==> src/rtl/fwc_pkg.sv <==
package fwc_pkg;

    typedef enum logic [1:0] {
        OP_PROG = 2'd0,
        OP_SECT = 2'd1,
        OP_BLK  = 2'd2,
        OP_BANK = 2'd3
    } fwc_op_e;

    typedef enum logic [1:0] {
        RES_OK   = 2'd0,
        RES_FAIL = 2'd1,
        RES_TMO  = 2'd2
    } fwc_res_e;

    typedef enum logic [2:0] {
        S_IDLE,
        S_WRITE,
        S_TIMER,
        S_RSTRB,
        S_RWAIT,
        S_CHECK,
        S_REPORT
    } fwc_state_e;

    localparam logic [7:0] KEY_A     = 8'hAA;
    localparam logic [7:0] KEY_B     = 8'h55;
    localparam logic [7:0] CMD_PROG  = 8'hA0;
    localparam logic [7:0] CMD_ERASE = 8'h80;
    localparam logic [7:0] CODE_SECT = 8'h30;
    localparam logic [7:0] CODE_BLK  = 8'h50;
    localparam logic [7:0] CODE_BANK = 8'h10;

    localparam logic [14:0] UNLOCK_HI = 15'h5555;
    localparam logic [14:0] UNLOCK_LO = 15'h2AAA;

endpackage

==> src/rtl/fwc_cmd_gen.sv <==
module fwc_cmd_gen
    import fwc_pkg::*;
#(
    parameter int AW      = 18,
    parameter int DW      = 16,
    parameter int SEC_LSB = 10,
    parameter int BLK_LSB = 15
) (
    input  fwc_op_e         op,
    input  logic [2:0]      step,
    input  logic [AW-1:0]   addr,
    input  logic [DW-1:0]   data,
    output logic [AW-1:0]   wr_addr,
    output logic [DW-1:0]   wr_data,
    output logic            last_step,
    output logic [AW-1:0]   poll_addr,
    output logic [DW-1:0]   exp_word
);

    localparam logic [AW-1:0] SEC_MASK = ~((AW'(1) << SEC_LSB) - AW'(1));
    localparam logic [AW-1:0] BLK_MASK = ~((AW'(1) << BLK_LSB) - AW'(1));
    localparam logic [AW-1:0] A_HI     = AW'(UNLOCK_HI);
    localparam logic [AW-1:0] A_LO     = AW'(UNLOCK_LO);

    logic          is_prog;
    logic [AW-1:0] region;
    logic [7:0]    code;

    assign is_prog = (op == OP_PROG);

    always_comb begin
        unique case (op)
            OP_SECT: begin region = addr & SEC_MASK; code = CODE_SECT; end
            OP_BLK:  begin region = addr & BLK_MASK; code = CODE_BLK;  end
            OP_BANK: begin region = A_HI;            code = CODE_BANK; end
            default: begin region = addr;            code = CMD_PROG;  end
        endcase
    end

    assign poll_addr = region;
    assign exp_word  = is_prog ? data : '1;
    assign last_step = is_prog ? (step == 3'd3) : (step == 3'd5);

    always_comb begin
        unique case (step)
            3'd0: begin wr_addr = A_HI; wr_data = DW'(KEY_A); end
            3'd1: begin wr_addr = A_LO; wr_data = DW'(KEY_B); end
            3'd2: begin
                wr_addr = A_HI;
                wr_data = is_prog ? DW'(CMD_PROG) : DW'(CMD_ERASE);
            end
            3'd3: begin
                wr_addr = is_prog ? addr : A_HI;
                wr_data = is_prog ? data : DW'(KEY_A);
            end
            3'd4: begin wr_addr = A_LO; wr_data = DW'(KEY_B); end
            default: begin wr_addr = region; wr_data = DW'(code); end
        endcase
    end

endmodule

==> src/rtl/fwc_elapsed.sv <==
module fwc_elapsed #(
    parameter int CW = 12
) (
    input  logic          clk,
    input  logic          rst_n,
    input  logic          restart,
    input  logic [CW-1:0] wait_lim,
    input  logic [CW-1:0] tmo_lim,
    output logic          wait_hit,
    output logic          tmo_hit
);

    logic [CW-1:0] cnt;

    always_ff @(posedge clk) begin
        if (!rst_n) begin
            cnt <= '0;
        end else if (restart) begin
            cnt <= CW'(1);
        end else if (cnt != '1) begin
            cnt <= cnt + CW'(1);
        end
    end

    assign wait_hit = ({1'b0, cnt} + (CW+1)'(1)) >= {1'b0, wait_lim};
    assign tmo_hit  = cnt >= tmo_lim;

endmodule

==> src/rtl/fwc_status_eval.sv <==
module fwc_status_eval #(
    parameter int DW = 16
) (
    input  logic [1:0]    method,
    input  logic [DW-1:0] word,
    input  logic [DW-1:0] exp_word,
    input  logic          prev_dq6,
    input  logic          have_prev,
    output logic          seen_done,
    output logic          word_ok
);

    always_comb begin
        unique case (method)
            2'd0:    seen_done = have_prev && (word[6] == prev_dq6);
            2'd1:    seen_done = (word[7] == exp_word[7]);
            default: seen_done = 1'b1;
        endcase
    end

    assign word_ok = (word == exp_word);

endmodule

==> src/rtl/fwc_ctrl.sv <==
module fwc_ctrl
    import fwc_pkg::*;
#(
    parameter int AW      = 18,
    parameter int DW      = 16,
    parameter int SEC_LSB = 10,
    parameter int BLK_LSB = 15,
    parameter int RD_WAIT = 2,
    parameter int T_PROG  = 24,
    parameter int T_SECT  = 120,
    parameter int T_BLK   = 200,
    parameter int T_BANK  = 400
) (
    input  logic          clk,
    input  logic          rst_n,
    input  logic          req_valid,
    output logic          req_ready,
    input  logic [1:0]    req_op,
    input  logic [1:0]    req_method,
    input  logic          req_bank,
    input  logic [AW-1:0] req_addr,
    input  logic [DW-1:0] req_data,
    output logic          done_o,
    output logic [1:0]    status_o,
    output logic [AW:0]   fl_addr,
    output logic [DW-1:0] fl_wdata,
    output logic          fl_we,
    output logic          fl_re,
    input  logic [DW-1:0] fl_rdata
);

    localparam int TMO_PROG = T_PROG + T_PROG / 4 + 8;
    localparam int TMO_SECT = T_SECT + T_SECT / 4 + 8;
    localparam int TMO_BLK  = T_BLK  + T_BLK  / 4 + 8;
    localparam int TMO_BANK = T_BANK + T_BANK / 4 + 8;
    localparam int TMAX_A   = (TMO_PROG > TMO_SECT) ? TMO_PROG : TMO_SECT;
    localparam int TMAX_B   = (TMO_BLK  > TMO_BANK) ? TMO_BLK  : TMO_BANK;
    localparam int TMAX     = (TMAX_A > TMAX_B) ? TMAX_A : TMAX_B;
    localparam int CW       = $clog2(TMAX + 2) + 1;

    fwc_state_e state, state_nx;

    fwc_op_e       op_q;
    logic [1:0]    meth_q;
    logic          bank_q;
    logic [AW-1:0] addr_q;
    logic [DW-1:0] data_q;
    logic [2:0]    step_q;
    logic [DW-1:0] word_q;
    logic          prev_dq6_q;
    logic          have_prev_q;
    logic          conf_q;
    logic          conf_cnt_q;
    fwc_res_e      res_q;

    logic [AW-1:0] gen_addr;
    logic [DW-1:0] gen_data;
    logic          gen_last;
    logic [AW-1:0] poll_addr;
    logic [DW-1:0] exp_word;
    logic          seen_done;
    logic          word_ok;
    logic          wait_hit;
    logic          tmo_hit;
    logic          rd_last;
    logic [CW-1:0] wait_lim;
    logic [CW-1:0] tmo_lim;
    logic          restart;

    fwc_cmd_gen #(
        .AW(AW), .DW(DW), .SEC_LSB(SEC_LSB), .BLK_LSB(BLK_LSB)
    ) gen_i (
        .op        (op_q),
        .step      (step_q),
        .addr      (addr_q),
        .data      (data_q),
        .wr_addr   (gen_addr),
        .wr_data   (gen_data),
        .last_step (gen_last),
        .poll_addr (poll_addr),
        .exp_word  (exp_word)
    );

    fwc_status_eval #(.DW(DW)) eval_i (
        .method    (meth_q),
        .word      (word_q),
        .exp_word  (exp_word),
        .prev_dq6  (prev_dq6_q),
        .have_prev (have_prev_q),
        .seen_done (seen_done),
        .word_ok   (word_ok)
    );

    always_comb begin
        unique case (op_q)
            OP_SECT: begin wait_lim = CW'(T_SECT); tmo_lim = CW'(TMO_SECT); end
            OP_BLK:  begin wait_lim = CW'(T_BLK);  tmo_lim = CW'(TMO_BLK);  end
            OP_BANK: begin wait_lim = CW'(T_BANK); tmo_lim = CW'(TMO_BANK); end
            default: begin wait_lim = CW'(T_PROG); tmo_lim = CW'(TMO_PROG); end
        endcase
    end

    assign restart = (state == S_WRITE) && gen_last;

    fwc_elapsed #(.CW(CW)) elapsed_i (
        .clk      (clk),
        .rst_n    (rst_n),
        .restart  (restart),
        .wait_lim (wait_lim),
        .tmo_lim  (tmo_lim),
        .wait_hit (wait_hit),
        .tmo_hit  (tmo_hit)
    );

    // Read wait counter: absent when a single wait cycle suffices.
    generate
        if (RD_WAIT <= 1) begin : g_rd_single
            assign rd_last = 1'b1;
        end else begin : g_rd_count
            localparam int RWW = $clog2(RD_WAIT + 1);
            logic [RWW-1:0] rdw_cnt;
            always_ff @(posedge clk) begin
                if (!rst_n) begin
                    rdw_cnt <= '0;
                end else if (state == S_RSTRB) begin
                    rdw_cnt <= RWW'(RD_WAIT - 1);
                end else if (state == S_RWAIT && rdw_cnt != '0) begin
                    rdw_cnt <= rdw_cnt - RWW'(1);
                end
            end
            assign rd_last = (rdw_cnt == '0);
        end
    endgenerate

    // State register
    always_ff @(posedge clk) begin
        if (!rst_n) state <= S_IDLE;
        else        state <= state_nx;
    end

    // Transitions
    always_comb begin
        state_nx = state;
        unique case (state)
            S_IDLE:   if (req_valid) state_nx = S_WRITE;
            S_WRITE:  if (gen_last) state_nx = meth_q[1] ? S_TIMER : S_RSTRB;
            S_TIMER:  if (wait_hit) state_nx = S_RSTRB;
            S_RSTRB:  state_nx = S_RWAIT;
            S_RWAIT:  if (rd_last) state_nx = S_CHECK;
            S_CHECK: begin
                if (conf_q) begin
                    if (!word_ok || conf_cnt_q) state_nx = S_REPORT;
                    else                        state_nx = S_RSTRB;
                end else if (!seen_done && tmo_hit) begin
                    state_nx = S_REPORT;
                end else begin
                    state_nx = S_RSTRB;
                end
            end
            S_REPORT: state_nx = S_IDLE;
            default:  state_nx = S_IDLE;
        endcase
    end

    // Request and status datapath
    always_ff @(posedge clk) begin
        if (!rst_n) begin
            op_q        <= OP_PROG;
            meth_q      <= '0;
            bank_q      <= 1'b0;
            addr_q      <= '0;
            data_q      <= '0;
            step_q      <= '0;
            word_q      <= '0;
            prev_dq6_q  <= 1'b0;
            have_prev_q <= 1'b0;
            conf_q      <= 1'b0;
            conf_cnt_q  <= 1'b0;
            res_q       <= RES_OK;
        end else begin
            unique case (state)
                S_IDLE: begin
                    if (req_valid) begin
                        op_q   <= fwc_op_e'(req_op);
                        meth_q <= req_method;
                        bank_q <= req_bank;
                        addr_q <= req_addr;
                        data_q <= req_data;
                        step_q <= '0;
                    end
                end
                S_WRITE: begin
                    step_q <= step_q + 3'd1;
                    if (gen_last) begin
                        have_prev_q <= 1'b0;
                        conf_q      <= meth_q[1];
                        conf_cnt_q  <= 1'b0;
                    end
                end
                S_RWAIT: begin
                    if (rd_last) word_q <= fl_rdata;
                end
                S_CHECK: begin
                    if (conf_q) begin
                        if (!word_ok)        res_q <= RES_FAIL;
                        else if (conf_cnt_q) res_q <= RES_OK;
                        else                 conf_cnt_q <= 1'b1;
                    end else begin
                        prev_dq6_q  <= word_q[6];
                        have_prev_q <= 1'b1;
                        if (seen_done)    conf_q <= 1'b1;
                        else if (tmo_hit) res_q  <= RES_TMO;
                    end
                end
                default: ;
            endcase
        end
    end

    // Outputs
    always_comb begin
        req_ready = 1'b0;
        done_o    = 1'b0;
        status_o  = 2'd0;
        fl_we     = 1'b0;
        fl_re     = 1'b0;
        fl_wdata  = '0;
        fl_addr   = {bank_q, poll_addr};
        unique case (state)
            S_IDLE:   req_ready = 1'b1;
            S_WRITE: begin
                fl_we    = 1'b1;
                fl_addr  = {bank_q, gen_addr};
                fl_wdata = gen_data;
            end
            S_RSTRB:  fl_re = 1'b1;
            S_REPORT: begin
                done_o   = 1'b1;
                status_o = res_q;
            end
            default: ;
        endcase
    end

endmodule

==> config.mk <==
export PLATFORM = sky130hd
export DESIGN_NAME = fwc_ctrl
export DESIGN_NICKNAME = d
export VERILOG_FILES = /design/src/rtl/fwc_pkg.sv /design/src/rtl/fwc_cmd_gen.sv /design/src/rtl/fwc_elapsed.sv /design/src/rtl/fwc_status_eval.sv /design/src/rtl/fwc_ctrl.sv
export SDC_FILE = /design/constraint.sdc
export NUM_CORES = 1
export LEC_CHECK = 0
export BUFFER_PORTS_ARGS = -buffer_cell sky130_fd_sc_hd__buf_4
export CORE_UTILIZATION = 50
export CTS_CLUSTER_DIAMETER = 30
export DETAILED_ROUTE_END_ITERATION = 8
export PLACE_DENSITY_LB_ADDON = 0.05
export SYNTH_ARGS = -nofsm -noshare
export SYNTH_HDL_FRONTEND = slang
export SYNTH_HIERARCHICAL = 1
export SYNTH_SLANG_ARGS = --single-unit
==> constraint.sdc <==
create_clock -name clk -period 3.35 [get_ports clk]
set_clock_uncertainty 0.2 [all_clocks]
set_input_delay 0.1675 -clock clk [delete_from_list [all_inputs] [get_ports clk]]
set_output_delay 0.1675 -clock clk [all_outputs]
set_load 0.05 [all_outputs]
# --- Word level (Yosys, flattened, before mapping) ---
# Cells that the tools add are included.
# Widths: inputs -> output; s select.
op_classes:
  n_eq_ne: 28
  n_lt_le_gt_ge: 2
  n_mux: 49
  bitwise: 2
  n_reduce_logical: 31
  add_sub_neg: 4
ops:
  columns: ["operator", "count"]
  rows:
  - ["$pmux 18 s3", 2]
  - ["$pmux 16 s4", 1]
  - ["$pmux 9 s3", 2]
  - ["$mux 16", 3]
  - ["$mux 18", 2]
  - ["$mux 3", 8]
  - ["$pmux 8 s3", 1]
  - ["$pmux 3 s6", 1]
  - ["$mux 1", 17]
  - ["$eq 16x16->1", 1]
  - ["$eq 3x3->1 const B", 5]
  - ["$ne 2x2->1 const B", 7]
  - ["$eq 3x2->1 const B", 4]
  - ["$mux 2", 6]
  - ["$reduce_and 4->1", 3]
  - ["$reduce_bool 2->1", 6]
  - ["$add 10x1->11 const B", 1]
  - ["$ge 11x9->1", 1]
  - ["$add 10x1->10 const B", 1]
  - ["$ge 10x9->1", 1]
  - ["$ne 10x10->1 const B", 1]
  - ["$reduce_and 2->1", 5]
  - ["$pmux 1 s2", 4]
  - ["$reduce_or 2->1", 4]
  - ["17 further kinds", 29]
totals:
  output_inout_bits: 41
  wordCells: 133
  input_bits: 58
  ff_bits: 79

# --- Longest topological paths before layout ---
depth:
  word_depth: 9
  ltp_mapped: 13
  ltp_nobuf: 13

# --- Hierarchy ---
# Netlist, hierarchy kept.
modules_own_cells:
  columns: ["mod", "instances", "area_per_inst_um2", "cells_each", "seq_area_each_um2"]
  rows:
  - ["fwc_ctrl", 1, 3211.8, 387, 1381.3]
  - ["fwc_elapsed", 1, 1009.7, 122, 200.2]
  - ["fwc_cmd_gen", 1, 857.1, 141, 0.0]
  - ["fwc_status_eval", 1, 210.2, 24, 0.0]

# --- Least setup slack after synthesis ---
# No wires, ideal clock.
synth_timing:
  path_kind: "reg2reg"
  startpoint: "reg op_q[0]"
  endpoint: "reg res_q[1]"
  setup_slack_ns: 0.640
  t_arrival_ns: 2.394
  period_less_slack_ns: 2.710
  path_buffers: 0
  setup_ns: 0.116
  path_stages_with_launch: 12
  path_cell_list: "dfxtp_1 > inv_1 > ha_1 > nor2_1 > inv_1 > ha_1 > a21o_1 > a21o_1 > a221o_1 > a22oi_1 > nor2_1 > o211a_1"
synth_via:
  elab_cells_between_ends: 16
  classes_between: "order compare: 1; eq/ne: 7; mux: 5; reduce/logical: 3"
synth_lines:
  columns: ["item", "line_no", "source"]
  rows:
  - ["start: declaration", "fwc_ctrl.sv:43", "fwc_op_e op_q;"]
  - ["start signal: assignment", "fwc_ctrl.sv:184", "op_q <= fwc_op_e'(req_op);"]
  - ["$eq 2x2->1 or $eq 2x1->1 (tied branches)", "fwc_ctrl.sv:95", "unique case (op_q)"]
  - ["$pmux 9 s3 *", "fwc_ctrl.sv:95", null]
  - ["net tmo_lim[3]", "fwc_ctrl.sv:67", "logic [CW-1:0] tmo_lim;"]
  - ["$ge 10x9->1 *", "fwc_elapsed.sv:26", "assign tmo_hit = cnt >= tmo_lim;"]
  - ["net tmo_hit", "fwc_ctrl.sv:64", "logic tmo_hit;"]
  - ["$reduce_bool 2->1 (no source line) *", null, null]
  - ["$reduce_and 4->1 (no source line) *", null, null]
  - ["end signal: assignment", "fwc_ctrl.sv:179", "res_q <= RES_OK;"]
  - ["end signal: assignment", "fwc_ctrl.sv:205", "if (!word_ok) res_q <= RES_FAIL;"]
  - ["end signal: assignment", "fwc_ctrl.sv:206", "else if (conf_cnt_q) res_q <= RES_OK;"]
  - ["end: declaration", "fwc_ctrl.sv:54", "fwc_res_e res_q;"]
# The timed path passes the listed nets; every way through them passes the cells marked *.
# A chain may end at the register's enable or synchronous reset.

# --- Worst setup path in the final report ---
layout_timing:
  startpoint: "reg op_q[0]"
  endpoint: "reg state[2]"
layout_via:
  elab_cells_between_ends: 24
  classes_between: "order compare: 2; eq/ne: 7; mux: 9; reduce/logical: 6"
layout_lines:
  columns: ["item", "line_no", "source"]
  rows:
  - ["$eq 2x2->1 or $eq 2x1->1 (tied branches)", "fwc_ctrl.sv:95", null]
  - ["$pmux 9 s3 *", "fwc_ctrl.sv:95", null]
  - ["net tmo_lim[3]", "fwc_ctrl.sv:67", null]
  - ["$ge 10x9->1 *", "fwc_elapsed.sv:26", null]
  - ["net tmo_hit", "fwc_ctrl.sv:64", null]
  - ["$logic_and 1x1->1 *", "fwc_ctrl.sv:154", "end else if (!seen_done && tmo_hit) begin"]
  - ["$mux 3 *", "fwc_ctrl.sv:154", null]
  - ["$mux 3 *", "fwc_ctrl.sv:151", "if (conf_q) begin"]
  - ["$pmux 3 s6 *", "fwc_ctrl.sv:144", "unique case (state)"]
  - ["end signal: assignment", "fwc_ctrl.sv:138", "else state <= state_nx;"]
  - ["end: declaration", "fwc_ctrl.sv:41", "fwc_state_e state, state_nx;"]
# Marked as above.

==> flow_summary.yaml <==
setup_path:
  cpPeakStageDelay_ns: 0.43
  worst-endpoint-required_ns: 3.40
  critPathSlowestCell: "dfxtp_1"
  critPathLaunchType: "register"
  cp_max_fo: 6
  path_class: "reg -> reg"
  cp_data_arrival_time_ns: 2.98
  critPathCaptureType: "register"
  path_cells: "inv_1 -> ha_1 -> nor2_1 -> inv_1 -> ha_1 -> a21o_1 -> a21o_1 -> a221o_1 -> a22oi_1 -> a21oi_1 -> o21a_1"
  critPathBufInv: 2
  crit_family: "compound AO/OA/AOI/OAI gates"
outcome:
  status: "complete, no violations"
power_and_ir_drop:
  swShare_pct: 43.66
  powerDensity_mw_per_mm2: 566.7
  p_total_mw: 3.897
  p_seq_share_pct: 29.0
  p_leak_nw: 3.098
  share_comb_of_total_power_pct: 50.3
  internal-power_mw: 2.195
  ir_worst_vdd_mv: 0.3536
  switching_power_mw: 1.701
  clock_power_share_pct: 20.8
finish:
  nNetsFinal: 898
  areaGrowthSynthToFinish_pct: 30.00
  fin_cells: 953
  final_cell_mix: "nand2_1, buf_4, dfxtp_1, dlygate4sd3_1"
  layout-drive-gt1-share_pct: 19.34
  antenna_cells: 0
  stdcell_area_mm2: 0.006875
  final_common_cell: "nand2_1"
sta:
  slew_violations: 0
  rsz0062_at_grt: "no"
  fin_crit_ns: 2.921
  fin_setup_tns_ns: 0
  max-slew-margin-rel_pct: 56.50
  fmax_mhz: 342.4
  tightest_slew_ns: 0.6519
  fin_crit_sh_pct: 87.18
  final-hold-violation-count: 0
  setup_viol: 0
place:
  dp.cells: 882
  portBuffers: 98
  place_congestion: 0.8616
  dpl_cell_area_mm2: 0.006102
  dp.final_hpwl_mm: 9.409
floorplan:
  initial_core_util_pct: 51.46
  die-width_um: 104.8
  placementRows: 37
  die_y_um: 104.8
  ios: 99
  core_area_mm2: 0.01028
  dieArea_mm2: 0.01099
synthesis:
  synth_area_leaders: "dfxtp_1, nand2_1, a21boi_1"
  syn_area_mm2: 0.005289
  yosys.cell_types.count: 65
  synthArstFlopShare_pct: 0
  ys_warn_count: 6
  synth_edf_count: 0
  synthFlopType: "dfxtp_1"
  netlist.area_leader.share_pct: 29.90
  yosysSeqAreaShare_pct: 29.90
  avgSynthCellArea_um2: 7.847
  synth_top_area_cell: "dfxtp_1"
  ys_ff_latch: 79
  syn_inst: 674
route:
  num_vias: 5008
  ant_nets: 0
  post_drt_wl_per_cell_um: 14.69
  drc: 0
  viasPerCell: 5.255
  firstDrtPassIters: 4
  routed_wl_mm: 14.00
  dr.first_iter.drc_count: 228
clock_tree:
  cts_max_level: 3
  cts_root_buf: "clkbuf_8"
  worst_skew_pair.late_latency_ns: 0.36
  clock_sinks: 79
  cts_buffer_depth: 2
  cts_resized: 0
  cts_tree: "built"
  cts_buffers: 9
  clkTransAtPathRegs_ns: 0.08
  post_cts_buffers: 0
global_route:
  antenna_found_initial: 0
  grt_pass1_vias: 4922
  grt-ovfl-total: 0
  grt_pass1_wl_mm: 23.45
  grt_start_max_net_pins: 73
  grt_use_total_pct: 26.24
job:
  maxCapViolations: 0
worst_hold_path:
  min_path_type: "in -> reg"
-- synthesized netlist by cell type (all sizes together) (6+ instances only) --
library cell and n:
mux2 18, nand4 9, nor3 6, clkbuf 21, or3 15, inv 48, nand3 6, and2 32
a21oi 25, nor2b 13, ha 28, o21ai 18, nand2 150, and3 8, a21boi 58, xnor2 25
nor2 19, dfxtp 79, nand2b 8, a221oi 6, a211oi 11, buf 18, nor3b 7
-- registers in the layout (all words and copies together) (netlist names) --
register and flops:
addr_q 18, bank_q 1, conf_cnt_q 1, conf_q 1, data_q 16, elapsed_i/cnt 10
g_rd_count.rdw_cnt 2, have_prev_q 1, meth_q 2, op_q 2, prev_dq6_q 1, res_q 2
state 3, step_q 3, word_q 16
-- final timing paths --
check,endpoint,start,depth (start not counted),slack (ns)
hold reg to reg,addr_q[5],addr_q[5],2,0.26
hold / removal,conf_cnt_q,rst_n,3,0.15
setup / recovery,state[2],op_q[0],11,0.43
setup reg to reg,state[2],op_q[0],11,0.43
-- routing by layer --
metal / track usage, % / vias to the layer above / share of wire, %
met5: 0 / - / 0
met3: 2.870 / 21 / 3.8
met2: 44.99 / 99 / 48
li1: - / 2531 / -
met1: 33.81 / 2357 / 46
met4: 9.859 / 0 / 1.9
-- cells by family after synthesis --
logic type / Yosys count / synth area share [%]
compound gates: 144 / 19.45
fa+ha+maj: 28 / 6.624
mux: 20 / 4.211
other cells: 1 / 0.07090
flops: 79 / 29.90
xor+xnor: 28 / 4.921
simple gates: 287 / 27.89
buf+inv: 87 / 6.932
-- metrics by stage --
step	setup slack, ns	hold WS [ns]	util [%]
2_1_floorplan	0.6399	0.08495	-
3_3_place_gp	0.5438	0.2131	59.37
3_5_place_dp	0.4594	0.2243	59.37
4_1_cts	0.4297	0.1218	66.90
5_1_grt	0.2363	0.1929	66.90
6_report	0.4294	0.1538	66.90
-- power by group through the flow --
stage               Clock, mW  Sequential, mW  Combinational [mW]
floorplan                   0            1.09                1.45
global route            0.867            1.14                2.10
detailed placement          0            1.15                1.90
CTS                     0.828            1.13                1.96
finish                  0.809            1.13                1.96
global placement            0            1.15                1.87
-- worst register-to-register path: stages, from the launching register on --
cell and delay, ns:
dfxtp_1 0.43, inv_1 0.10, ha_1 0.21, nor2_1 0.18, inv_1 0.07, ha_1 0.32
a21o_1 0.18, a21o_1 0.16, a221o_1 0.30, a22oi_1 0.35, a21oi_1 0.12, o21a_1 0.19
-- cell type report --
cell class | count | area [um^2]
clock buffer | 11 | 141.4
clock inverter | 5 | 81.33
fill | 883 | 3402
inverter | 48 | 180.2
multi-input combinational | 513 | 3374
sequential | 79 | 1582
tap | 136 | 170.2
timing repair buffer | 161 | 1346
-- repair_timing --
item | in CTS | in global routing
endpoints found under the hold margin | 55 | 0
hold buffers | 55 | 0
setup endpoints to repair | 0 | 0
Note: power is estimated with default switching activity, not from simulation.
